**config.mk**
```make
export PLATFORM = sky130hd
export DESIGN_NAME = pwm_timer_bank
export DESIGN_NICKNAME = d
export VERILOG_FILES = /design/src/rtl/pwm_bank_pkg.sv /design/src/rtl/pwm_regdec.sv /design/src/rtl/pwm_chan.sv /design/src/rtl/pwm_timer_bank.sv
export SDC_FILE = /design/constraint.sdc
export NUM_CORES = 2
export LEC_CHECK = 0
export ABC_AREA = 1
export BUFFER_PORTS_ARGS = -buffer_cell sky130_fd_sc_hd__clkbuf_2
export CAP_MARGIN = 10
export CORE_MARGIN = 2
export CORE_UTILIZATION = 50
export CTS_CLUSTER_SIZE = 14
export DETAILED_ROUTE_END_ITERATION = 10
export PLACE_DENSITY = 0.65
export SLEW_MARGIN = 30
export SYNTH_ARGS = -nofsm -noshare
export SYNTH_HDL_FRONTEND = slang
export SYNTH_SLANG_ARGS = --single-unit
```
**constraint.sdc**
```tcl
create_clock -name clk -period 1.7 [get_ports clk]
set_input_delay 0.085 -clock clk [delete_from_list [all_inputs] [get_ports clk]]
set_output_delay 0.085 -clock clk [all_outputs]
set_load 0.01 [all_outputs]
```
**src/rtl/pwm_bank_pkg.sv**
```systemverilog
package pwm_bank_pkg;
  typedef enum logic [1:0] {
    FLD_COUNT  = 2'd0,
    FLD_DUTY   = 2'd1,
    FLD_PERIOD = 2'd2,
    FLD_CTRL   = 2'd3
  } chan_field_e;

  localparam int CTRL_W = 3;

  // bit 0 output enable, bit 1 idle level, bit 2 abrupt shutdown
  typedef struct packed {
    logic abrupt;
    logic idle;
    logic oe;
  } chan_ctrl_t;
endpackage

```
**src/rtl/pwm_regdec.sv**
```systemverilog
module pwm_regdec #(
  parameter int NCH  = 8,
  parameter int CW   = 16,
  parameter int CH_W = (NCH > 1) ? $clog2(NCH) : 1,
  parameter int AW   = CH_W + 3
) (
  input  logic           wr_en,
  input  logic [AW-1:0]  wr_addr,
  input  logic [CW-1:0]  wr_data,
  output logic [NCH-1:0] we_cnt,
  output logic [NCH-1:0] we_duty,
  output logic [NCH-1:0] we_per,
  output logic [NCH-1:0] we_ctrl,
  output logic [NCH-1:0] start_set,
  output logic [NCH-1:0] stop_set
);
  import pwm_bank_pkg::*;

  logic            glob;
  logic [CH_W-1:0] chsel;
  chan_field_e     fld;

  assign glob  = wr_addr[AW-1];
  assign chsel = wr_addr[AW-2:2];
  assign fld   = chan_field_e'(wr_addr[1:0]);

  assign start_set = (wr_en && glob && !wr_addr[0]) ? wr_data[NCH-1:0] : '0;
  assign stop_set  = (wr_en && glob &&  wr_addr[0]) ? wr_data[NCH-1:0] : '0;

  for (genvar i = 0; i < NCH; i++) begin : g_dec
    logic hit;
    assign hit        = wr_en && !glob && (chsel == CH_W'(i));
    assign we_cnt[i]  = hit && (fld == FLD_COUNT);
    assign we_duty[i] = hit && (fld == FLD_DUTY);
    assign we_per[i]  = hit && (fld == FLD_PERIOD);
    assign we_ctrl[i] = hit && (fld == FLD_CTRL);
  end
endmodule

```
**src/rtl/pwm_chan.sv**
```systemverilog
module pwm_chan #(
  parameter int CW = 16
) (
  input  logic                    clk,
  input  logic                    rst,
  input  logic                    tick,
  input  logic                    start,
  input  logic                    stop,
  input  logic                    we_cnt,
  input  logic                    we_duty,
  input  logic                    we_per,
  input  logic                    we_ctrl,
  input  logic [CW-1:0]           wdata,
  output logic [CW-1:0]           cnt_o,
  output logic [CW-1:0]           duty_o,
  output logic [CW-1:0]           per_o,
  output pwm_bank_pkg::chan_ctrl_t ctrl_o,
  output logic                    run_o,
  output logic                    pwm_o
);
  import pwm_bank_pkg::*;

  logic [CW-1:0] cnt_q, duty_q, per_q;
  chan_ctrl_t    ctrl_q, ctrl_new;
  logic          run_q, drain_q, pwm_q;
  logic          period_end, phase, drive;

  assign ctrl_new   = chan_ctrl_t'(wdata[CTRL_W-1:0]);
  assign period_end = run_q && tick && (cnt_q == per_q);
  assign phase      = (cnt_q >= duty_q) && (duty_q <= per_q);
  assign drive      = ctrl_q.oe || drain_q;

  always_ff @(posedge clk) begin
    if (rst) begin
      cnt_q   <= '0;
      duty_q  <= '1;
      per_q   <= '1;
      ctrl_q  <= '0;
      run_q   <= 1'b0;
      drain_q <= 1'b0;
      pwm_q   <= 1'b0;
    end else begin
      if (we_cnt)
        cnt_q <= wdata;
      else if (run_q && tick)
        cnt_q <= period_end ? '0 : cnt_q + 1'b1;

      if (we_duty) duty_q <= wdata;
      if (we_per)  per_q  <= wdata;
      if (we_ctrl) ctrl_q <= ctrl_new;

      if (start)     run_q <= 1'b1;
      else if (stop) run_q <= 1'b0;

      if (we_ctrl && (ctrl_new.oe || ctrl_new.abrupt))
        drain_q <= 1'b0;
      else if (we_ctrl && ctrl_q.oe && run_q && !period_end)
        drain_q <= 1'b1;
      else if (period_end)
        drain_q <= 1'b0;

      pwm_q <= drive ? (ctrl_q.idle ^ phase) : ctrl_q.idle;
    end
  end

  assign cnt_o  = cnt_q;
  assign duty_o = duty_q;
  assign per_o  = per_q;
  assign ctrl_o = ctrl_q;
  assign run_o  = run_q;
  assign pwm_o  = pwm_q;

  // one step per tick while running
  assert_step_R2: assert property (@(posedge clk) disable iff (rst)
    (run_q && tick && !period_end && !we_cnt) |=> cnt_q == CW'($past(cnt_q) + 1'b1));

  // wrap at the period match
  assert_wrap_R4: assert property (@(posedge clk) disable iff (rst)
    (period_end && !we_cnt) |=> cnt_q == '0);

  // duty above period keeps the idle level
  assert_dutyhigh_R5: assert property (@(posedge clk) disable iff (rst)
    (duty_q > per_q) |=> pwm_o == $past(ctrl_q.idle));

  // disabled without drain shows the idle level
  assert_off_level_R6: assert property (@(posedge clk) disable iff (rst)
    (!ctrl_q.oe && !drain_q) |=> pwm_o == $past(ctrl_q.idle));

  // start and stop act on this channel
  assert_start_R7: assert property (@(posedge clk) disable iff (rst)
    start |=> run_o);
  assert_stop_R7: assert property (@(posedge clk) disable iff (rst)
    (stop && !start) |=> !run_o);

  // a stopped counter holds
  assert_hold_R8: assert property (@(posedge clk) disable iff (rst)
    (!run_q && !we_cnt) |=> $stable(cnt_q));

  // abrupt shutdown leaves no drain
  assert_abrupt_R9: assert property (@(posedge clk) disable iff (rst)
    (we_ctrl && !ctrl_new.oe && ctrl_new.abrupt) |=> !drain_q);
endmodule

```
**src/rtl/pwm_timer_bank.sv**
```systemverilog
module pwm_timer_bank #(
  parameter int NCH  = 8,
  parameter int CW   = 16,
  parameter int CH_W = (NCH > 1) ? $clog2(NCH) : 1,
  parameter int AW   = CH_W + 3
) (
  input  logic           clk,
  input  logic           rst,
  input  logic           wr_en,
  input  logic [AW-1:0]  wr_addr,
  input  logic [CW-1:0]  wr_data,
  input  logic [AW-1:0]  rd_addr,
  output logic [CW-1:0]  rd_data,
  input  logic [NCH-1:0] tick,
  output logic [NCH-1:0] pwm_out
);
  import pwm_bank_pkg::*;

  logic [NCH-1:0] we_cnt, we_duty, we_per, we_ctrl, start_set, stop_set;
  logic [NCH-1:0] run_v, pwm_v;
  logic [CW-1:0]  cnt_a  [NCH];
  logic [CW-1:0]  duty_a [NCH];
  logic [CW-1:0]  per_a  [NCH];
  chan_ctrl_t     ctrl_a [NCH];
  logic [CW-1:0]  rd_d, rd_q;
  logic [CH_W-1:0] rd_ch;

  pwm_regdec #(.NCH(NCH), .CW(CW), .CH_W(CH_W), .AW(AW)) u_dec (
    .wr_en(wr_en), .wr_addr(wr_addr), .wr_data(wr_data),
    .we_cnt(we_cnt), .we_duty(we_duty), .we_per(we_per), .we_ctrl(we_ctrl),
    .start_set(start_set), .stop_set(stop_set)
  );

  for (genvar i = 0; i < NCH; i++) begin : g_ch
    pwm_chan #(.CW(CW)) u_ch (
      .clk(clk), .rst(rst), .tick(tick[i]),
      .start(start_set[i]), .stop(stop_set[i]),
      .we_cnt(we_cnt[i]), .we_duty(we_duty[i]), .we_per(we_per[i]),
      .we_ctrl(we_ctrl[i]), .wdata(wr_data),
      .cnt_o(cnt_a[i]), .duty_o(duty_a[i]), .per_o(per_a[i]),
      .ctrl_o(ctrl_a[i]), .run_o(run_v[i]), .pwm_o(pwm_v[i])
    );
  end

  assign rd_ch = rd_addr[AW-2:2];

  always_comb begin
    rd_d = '0;
    if (rd_addr[AW-1]) begin
      rd_d = CW'(run_v);
    end else if (int'(rd_ch) < NCH) begin
      case (chan_field_e'(rd_addr[1:0]))
        FLD_COUNT:  rd_d = cnt_a[rd_ch];
        FLD_DUTY:   rd_d = duty_a[rd_ch];
        FLD_PERIOD: rd_d = per_a[rd_ch];
        default:    rd_d = CW'(ctrl_a[rd_ch]);
      endcase
    end
  end

  always_ff @(posedge clk) begin
    if (rst) rd_q <= '0;
    else     rd_q <= rd_d;
  end

  assign rd_data = rd_q;
  assign pwm_out = pwm_v;
endmodule

```
## Yosys cells after proc, flatten, opt, wreduce, memory -nomap -nowiden

Cells that the tools add are included.

- $add $sub $neg: 8
- Magnitude comparators: 17
- Equal/unequal tests: 20
- Mux-type cells: 80
- Bitwise logic cells: 9
- Reductions and logical operators: 155

Operator list:

| cell | number |
|---|---|
| 16-bit 2-to-1 mux | 30 |
| 16-bit binary-select mux with 3-bit select | 3 |
| 16-bit by 1-bit adder with 16-bit output, second input constant | 8 |
| 16-bit equality test | 8 |
| 16-bit >= comparator | 8 |
| 16-bit <= comparator | 8 |
| 1-bit logical AND | 100 |
| 16-bit one-hot mux with 3 select lines | 1 |
| 2-bit nonzero test | 24 |
| 1-bit 2-to-1 mux | 40 |
| 8-bit 2-to-1 mux | 3 |
| 2-bit OR reduction | 9 |
| 3-bit equality test, second input constant | 4 |
| 1-bit zero test | 10 |
| 3-bit binary-select mux with 3-bit select | 1 |
| 1-bit logical OR | 9 |
| 1-bit bitwise XOR | 8 |
| 2-bit equality test, second input constant | 3 |
| 3-bit by 2-bit equality test with 1-bit output, second input constant | 2 |
| 3-bit 2-to-1 mux | 2 |
| 2-bit by 1-bit equality test with 1-bit output, second input constant | 2 |
| 4-bit >= comparator, second input constant | 1 |
| 2-bit zero test | 2 |
| 3-bit NOT with 4-bit output | 1 |
| other kinds (2) | 2 |

- Flip-flop bits (word level): 448
- Input bits: 39
- Output and inout bits: 24
- Logic and storage cells: 363

## Longest topological paths before layout

- Depth after elaboration: 8
- Gate-level depth with buffers: 16
- Depth with buffers taken out: 16

## By module

From an unflattened synthesis, not the netlist that was laid out.

- Cell total of the unflattened synthesis: 5389
- Area, all modules: 33598.5 um^2

By module, submodules not included:

| module | instances | cells each | area an instance (um^2) | sequential area each (um^2) |
|---|---|---|---|---|
| pwm_chan at g_ch[0].u_ch ... | 7 | 519 | 3499.6 | 1081.0 |
| pwm_timer_bank | 1 | 1153 | 5217.5 | 320.3 |
| pwm_chan at g_ch[7].u_ch | 1 | 522 | 3542.1 | 1081.0 |
| pwm_regdec | 1 | 81 | 341.6 | 0.0 |

## Worst setup path after synthesis

Ideal clock, no wire load.

- Path kind: reg2reg
- Start point: register g_ch[7].u_ch.cnt_q[1]
- End point: register g_ch[7].u_ch.cnt_q[8]
- Setup time: 0.070 ns
- Data arrival time: 1.543 ns
- Required time: 1.630 ns
- Setup slack: 0.087 ns
- Cell stages (with the launch flop): 10
- Buffers on the path: 1
- Clock period less this slack: 1.613 ns
- Path through: dfxtp_1 ha_1 clkbuf_1 nand3_1 nor3_1 nand2_1 nand2_1 nand2_1 nand3b_1 a21oi_1

- Word-level cells in the longest chain between the ends: 5
- Elaborated cells between the ends (all ways): 6
- Classes of those cells: 1 x add/sub; 1 x eq/ne; 3 x mux; 1 x reduce/logical

Ends and longest elaborated chain:

| what | RTL line | text |
|---|---|---|
| start: declaration | pwm_chan.sv:23 | `logic [CW-1:0] cnt_q, duty_q, per_q;` |
| start signal: assignment | pwm_chan.sv:44 | `cnt_q <= wdata;` |
| start signal: assignment | pwm_chan.sv:46 | `cnt_q <= period_end ? '0 : cnt_q + 1'b1;` |
| parallel branches: the longest is 2 deep, another holds 16-bit by 1-bit adder with 16-bit output | - |  |
| 16-bit 2-to-1 mux (*) | pwm_chan.sv:46 |  |
| 16-bit 2-to-1 mux (*) | pwm_chan.sv:45 | `else if (run_q && tick)` |
| 16-bit 2-to-1 mux (*) | pwm_chan.sv:43 | `if (we_cnt)` |

Mark *: on every way between the ends. The select of a mux whose other input is x is not followed.
A chain may end at the register's enable or synchronous reset.

## Final worst setup path

- Start point: register g_ch[0].u_ch.duty_q[9]
- End point: register g_ch[0].u_ch.pwm_q

- Word-level cells in the longest chain between the ends: 4
- Elaborated cells between the ends (all ways): 5
- Classes of those cells: 2 x order compare; 1 x mux; 1 x bitwise; 1 x reduce/logical

Ends and longest elaborated chain:

| what | RTL line | text |
|---|---|---|
| start: declaration | pwm_chan.sv:23 |  |
| start signal: assignment | pwm_chan.sv:48 | `if (we_duty) duty_q <= wdata;` |
| 16-bit >= comparator / 16-bit <= comparator (equally long branches) | pwm_chan.sv:30 | `assign phase = (cnt_q >= duty_q) && (duty_q <= per_q);` |
| 1-bit logical AND (*) | pwm_chan.sv:30 |  |
| 1-bit bitwise XOR (*) | pwm_chan.sv:62 | `pwm_q <= drive ? (ctrl_q.idle ^ phase) : ctrl_q.idle;` |
| 1-bit 2-to-1 mux (*) | pwm_chan.sv:62 |  |
| end signal: assignment | pwm_chan.sv:62 |  |
| end: declaration | pwm_chan.sv:25 | `logic run_q, drain_q, pwm_q;` |

Every way passes the cells marked *; elsewhere a longest branch is shown, timed or not.

==> flow_summary.ini <==
[run_status]
status = complete, but fails checks
violations = setup timing

[layout]
final_core_util = 0.6803
drive_gt1_frac = 0.2733
multi_input_area_sq_um = 21500
regArea_sq_um = 9256
final_area_sq_um = 43700
n_fill_cell = 5688
syn2layout_area_growth_pct = 35.12
nNetsFinal = 5892

[floorplanning]
core_area_sq_um = 64230
die_width_microns = 258.3
die_h_microns = 258.3
die_area_sq_um = 66730
start_util = 0.5035
io_pins = 63
std_cell_rows = 93

[flow_run]
cap_viol_max_count = 0

[place]
port_buffers = 62
dp_hpwl_microns = 114200
post-place-ws_ps = -505.7
gp_congestion = 1.046
placed_area_sq_um = 38870

[detailed_routing]
ant_nets = 0
wl_per_cell_microns = 23.51
drc = 0
drtIter0Drc = 4860
vias_per_cell = 5.907
firstDrtPassIters = 6
vias = 38350
finalWirelength_microns = 152600

[critical_path]
cp-start-kind = flop
rrSetupSlack_ps = -80
reg2reg_from = g_ch[0].u_ch.duty_o[9]$_SDFFE_PP1P_
critPathBufInv = 3
crit_arrival_ps = 2360
crit_slowest_cell = dfxtp_4
endpoint = g_ch[0].u_ch.pwm_o$_SDFF_PP0_
reg2reg_depth = 14
slowest_delay_ps = 350
r2r_end = g_ch[0].u_ch.pwm_o$_SDFF_PP0_
critical_path.top_delay_family = simple AND/OR/NAND/NOR gates
path_depth = 14
crit_chain = buf_4 -> ha_4 -> nand2_2 -> nand2_1 -> nand3_1 -> nand2_1 -> a21oi_1 -> buf_4 -> nand2_2 -> nand2_2 -> inv_1 -> nor2_1 -> nor2_1 -> nor2_1
cp_max_fo = 3
cp.required_ps = 2270
cp-end-kind = flop
crit_type = reg2reg
crit_path_start = g_ch[0].u_ch.duty_o[9]$_SDFFE_PP1P_

[logic_synthesis]
synth_ff_type = dfxtp_1
synth_top_area_frac = 0.2773
synth_edf_count = 0
seq_area_frac_synth = 0.2773
async_flop_share = 0
synth_cells = 4956
ys_ff_latch = 448
syn_avg_cell_area_sq_um = 6.525
synth.cell_area_sq_um = 32340
syn-num-nets = 5259
yosys_warnings = 0
synthDominantAreaCellType = dfxtp_1
synth_cell_types = 39
ys_top_cells_by_area = dfxtp_1 28%, nand2_1 12%, ha_1 10%

[sta]
report.final.setup_viol = 8
min_period_ps = 1782
fmax_ghz = 0.5611
worst_pin_slew_ps = 1047
maxSlewViolCount = 0
relSlewSlack = 0.2996
skew_ps = 25.52
rsz0062_at_grt = true
min_period_over_period = 1.048
hold_viol_final = 0
worst_slack_ps = -82.12

[pwr]
clockPowerShare = 0.466
net-switching-power_mw = 7.580
intPower_mw = 18.57
p_sw_frac = 0.2898
cellPowerDensity_nw_per_um2 = 598.5
worst_ir_drop_vdd_mv = 0.8279
power_frac_seq = 0.407
power_mw = 26.15
leakagePower_nw = 20.49
combPwrFrac = 0.127

[min_path]
hold_path.class = in2reg

[global_routing]
antenna_found_initial = 3
track_usage = 0.4379
grt_pass1_vias = 34060
overflow = 0
grt_start_max_net_pins = 81
grt_pass1_wl_microns = 219000

[clock_network]
clk_pin_slew_worst_paths_ps = 60
clock_sinks = 448
numCtsBuffers = 55
cts_tree = yes
worstSkewPairLatency_ps = 660
clock-root-buffer = clkbuf_16
clock_path_buffers = 3
htree_levels = 2
==> worst register-to-register path, stage by stage, from the launching register on <==
cell and delay [ps]:
dfxtp_4 350, buf_4 140, ha_4 210, nand2_2 60, nand2_1 40, nand3_1 60, nand2_1 70, a21oi_1 150
buf_4 200, nand2_2 60, nand2_2 60, inv_1 40, nor2_1 80, nor2_1 50, nor2_1 120
==> state kept, by name (all words and copies together) (netlist names) <==
register and cells:
g_ch.u_ch.drain_q 8, rd_data 16, g_ch.u_ch.ctrl_o 24, g_ch.u_ch.per_o 128, g_ch.u_ch.duty_o 128, g_ch.u_ch.run_o 8
g_ch.u_ch.pwm_o 8, g_ch.u_ch.cnt_o 128
==> through the flow <==
step           TNS, ps  cells  hold slack (ps)
5_1_grt          -2269   6489            12.11
3_5_place_dp     -5276   6331            382.7
4_1_cts         -134.2   6465           0.7668
3_3_place_gp     -5158   6331            375.2
2_1_floorplan        0   4956            252.7
6_report        -434.9   6492            18.29
==> power groups by stage <==
stage	combinational, mW	sequential, mW	clock [mW]
finish	3.32	10.6	12.2
global route	3.44	10.7	12.6
CTS	3.07	10.7	12.2
detailed placement	2.97	10.9	0
global placement	2.96	10.9	0
floorplan	1.36	10.9	0
==> cells in the mapped netlist (all sizes together) (5+ instances only) <==
| library cell | count |
|---|---|
| a21oi | 492 |
| buf | 98 |
| clkbuf | 186 |
| clkinv | 6 |
| dfxtp | 448 |
| ha | 264 |
| inv | 754 |
| nand2 | 1010 |
| nand3 | 278 |
| nand3b | 9 |
| nand4 | 177 |
| nor2 | 310 |
| nor3 | 86 |
| nor3b | 6 |
| nor4 | 5 |
| o2111ai | 7 |
| o211ai | 259 |
| o21a | 9 |
| o21ai | 288 |
| o21bai | 8 |
| o22ai | 112 |
| or2 | 5 |
| xnor2 | 33 |
| xor2 | 91 |
==> per-layer routing <==
layer,wire [microns],up-vias,share of wire,global-route usage
li1,-,17910,-,-
met1,62790,17670,0.41,0.6128
met2,59060,2312,0.39,0.6023
met3,20330,455,0.13,0.1280
met4,10440,0,0.068,0.2299
met5,0,-,0,0
==> how the worst min path moves through the flow <==
| stage | start | endpoint | slack, ps | cells after the start |
|---|---|---|---|---|
| 2_1_floorplan | wr_data[3] | g_ch[5].u_ch.cnt_o[3]$_SDFFE_PP0P_ | 250 | 2 |
| 3_3_place_gp | wr_data[7] | g_ch[2].u_ch.per_o[7]$_SDFFE_PP1P_ | 380 | 3 |
| 5_1_grt | rst | g_ch[0].u_ch.run_o$_SDFFE_PP0P_ | 10 | 3 |
| 4_1_cts | wr_data[10] | g_ch[5].u_ch.per_o[10]$_SDFFE_PP1P_ | 0.8 | 4 |
| 6_report | wr_data[6] | g_ch[4].u_ch.duty_o[6]$_SDFFE_PP1P_ | 20 | 4 |
| 3_5_place_dp | wr_data[7] | g_ch[2].u_ch.duty_o[7]$_SDFFE_PP1P_ | 380 | 3 |
==> cell usage in the layout (no fill, tap or decap), types with 21 or more instances in the layout <==
| cell | count |
|---|---|
| buf_12 | 57 |
| xnor2_1 | 28 |
| dfxtp_2 | 143 |
| nand2_2 | 78 |
| nor3_2 | 21 |
| dfxtp_4 | 29 |
| o21ai_0 | 275 |
| dlygate4sd3_1 | 25 |
| inv_1 | 667 |
| ha_4 | 83 |
| clkbuf_2 | 59 |
| nor2_1 | 232 |
| dfxtp_1 | 276 |
| nand3_1 | 259 |
| clkbuf_16 | 55 |
| a21oi_1 | 456 |
| a21oi_2 | 36 |
| nor3_1 | 58 |
| inv_2 | 79 |
| buf_4 | 689 |
| xor2_1 | 89 |
| o22ai_1 | 112 |
| nand2_1 | 920 |
| o211ai_1 | 259 |
| nor2_2 | 63 |
| ha_1 | 180 |
| nand4_1 | 177 |
| buf_6 | 29 |
==> area by class of cell <==
cell class                 instances  share of cell area
clock buffer                      85             0.03774
sequential                       448              0.2118
tap                              855             0.02448
timing repair buffer             860              0.1646
clock inverter                    17            0.003350
antenna                            3           0.0001718
inverter                         760             0.06591
multi-input combinational       3464              0.4920
==> cells by family after synthesis <==
group | share of synthesized area
xor gates and xnor gates | 0.03358
buffers and inverters | 0.1250
adders and majority gates | 0.1021
DFF | 0.2773
AOI/OAI and AO/OA | 0.2102
and+or+nand+nor | 0.2517
==> timing repair <==
item                                    in CTS  in global routing
hold buffers                                26                  0
hold endpoints to repair                    73                  0
pin swaps                                   37                152
gates resized for setup                    157                543
endpoints found under the setup margin      58                137
setup buffers                                8                 27
(Power assumes the default switching activity.)
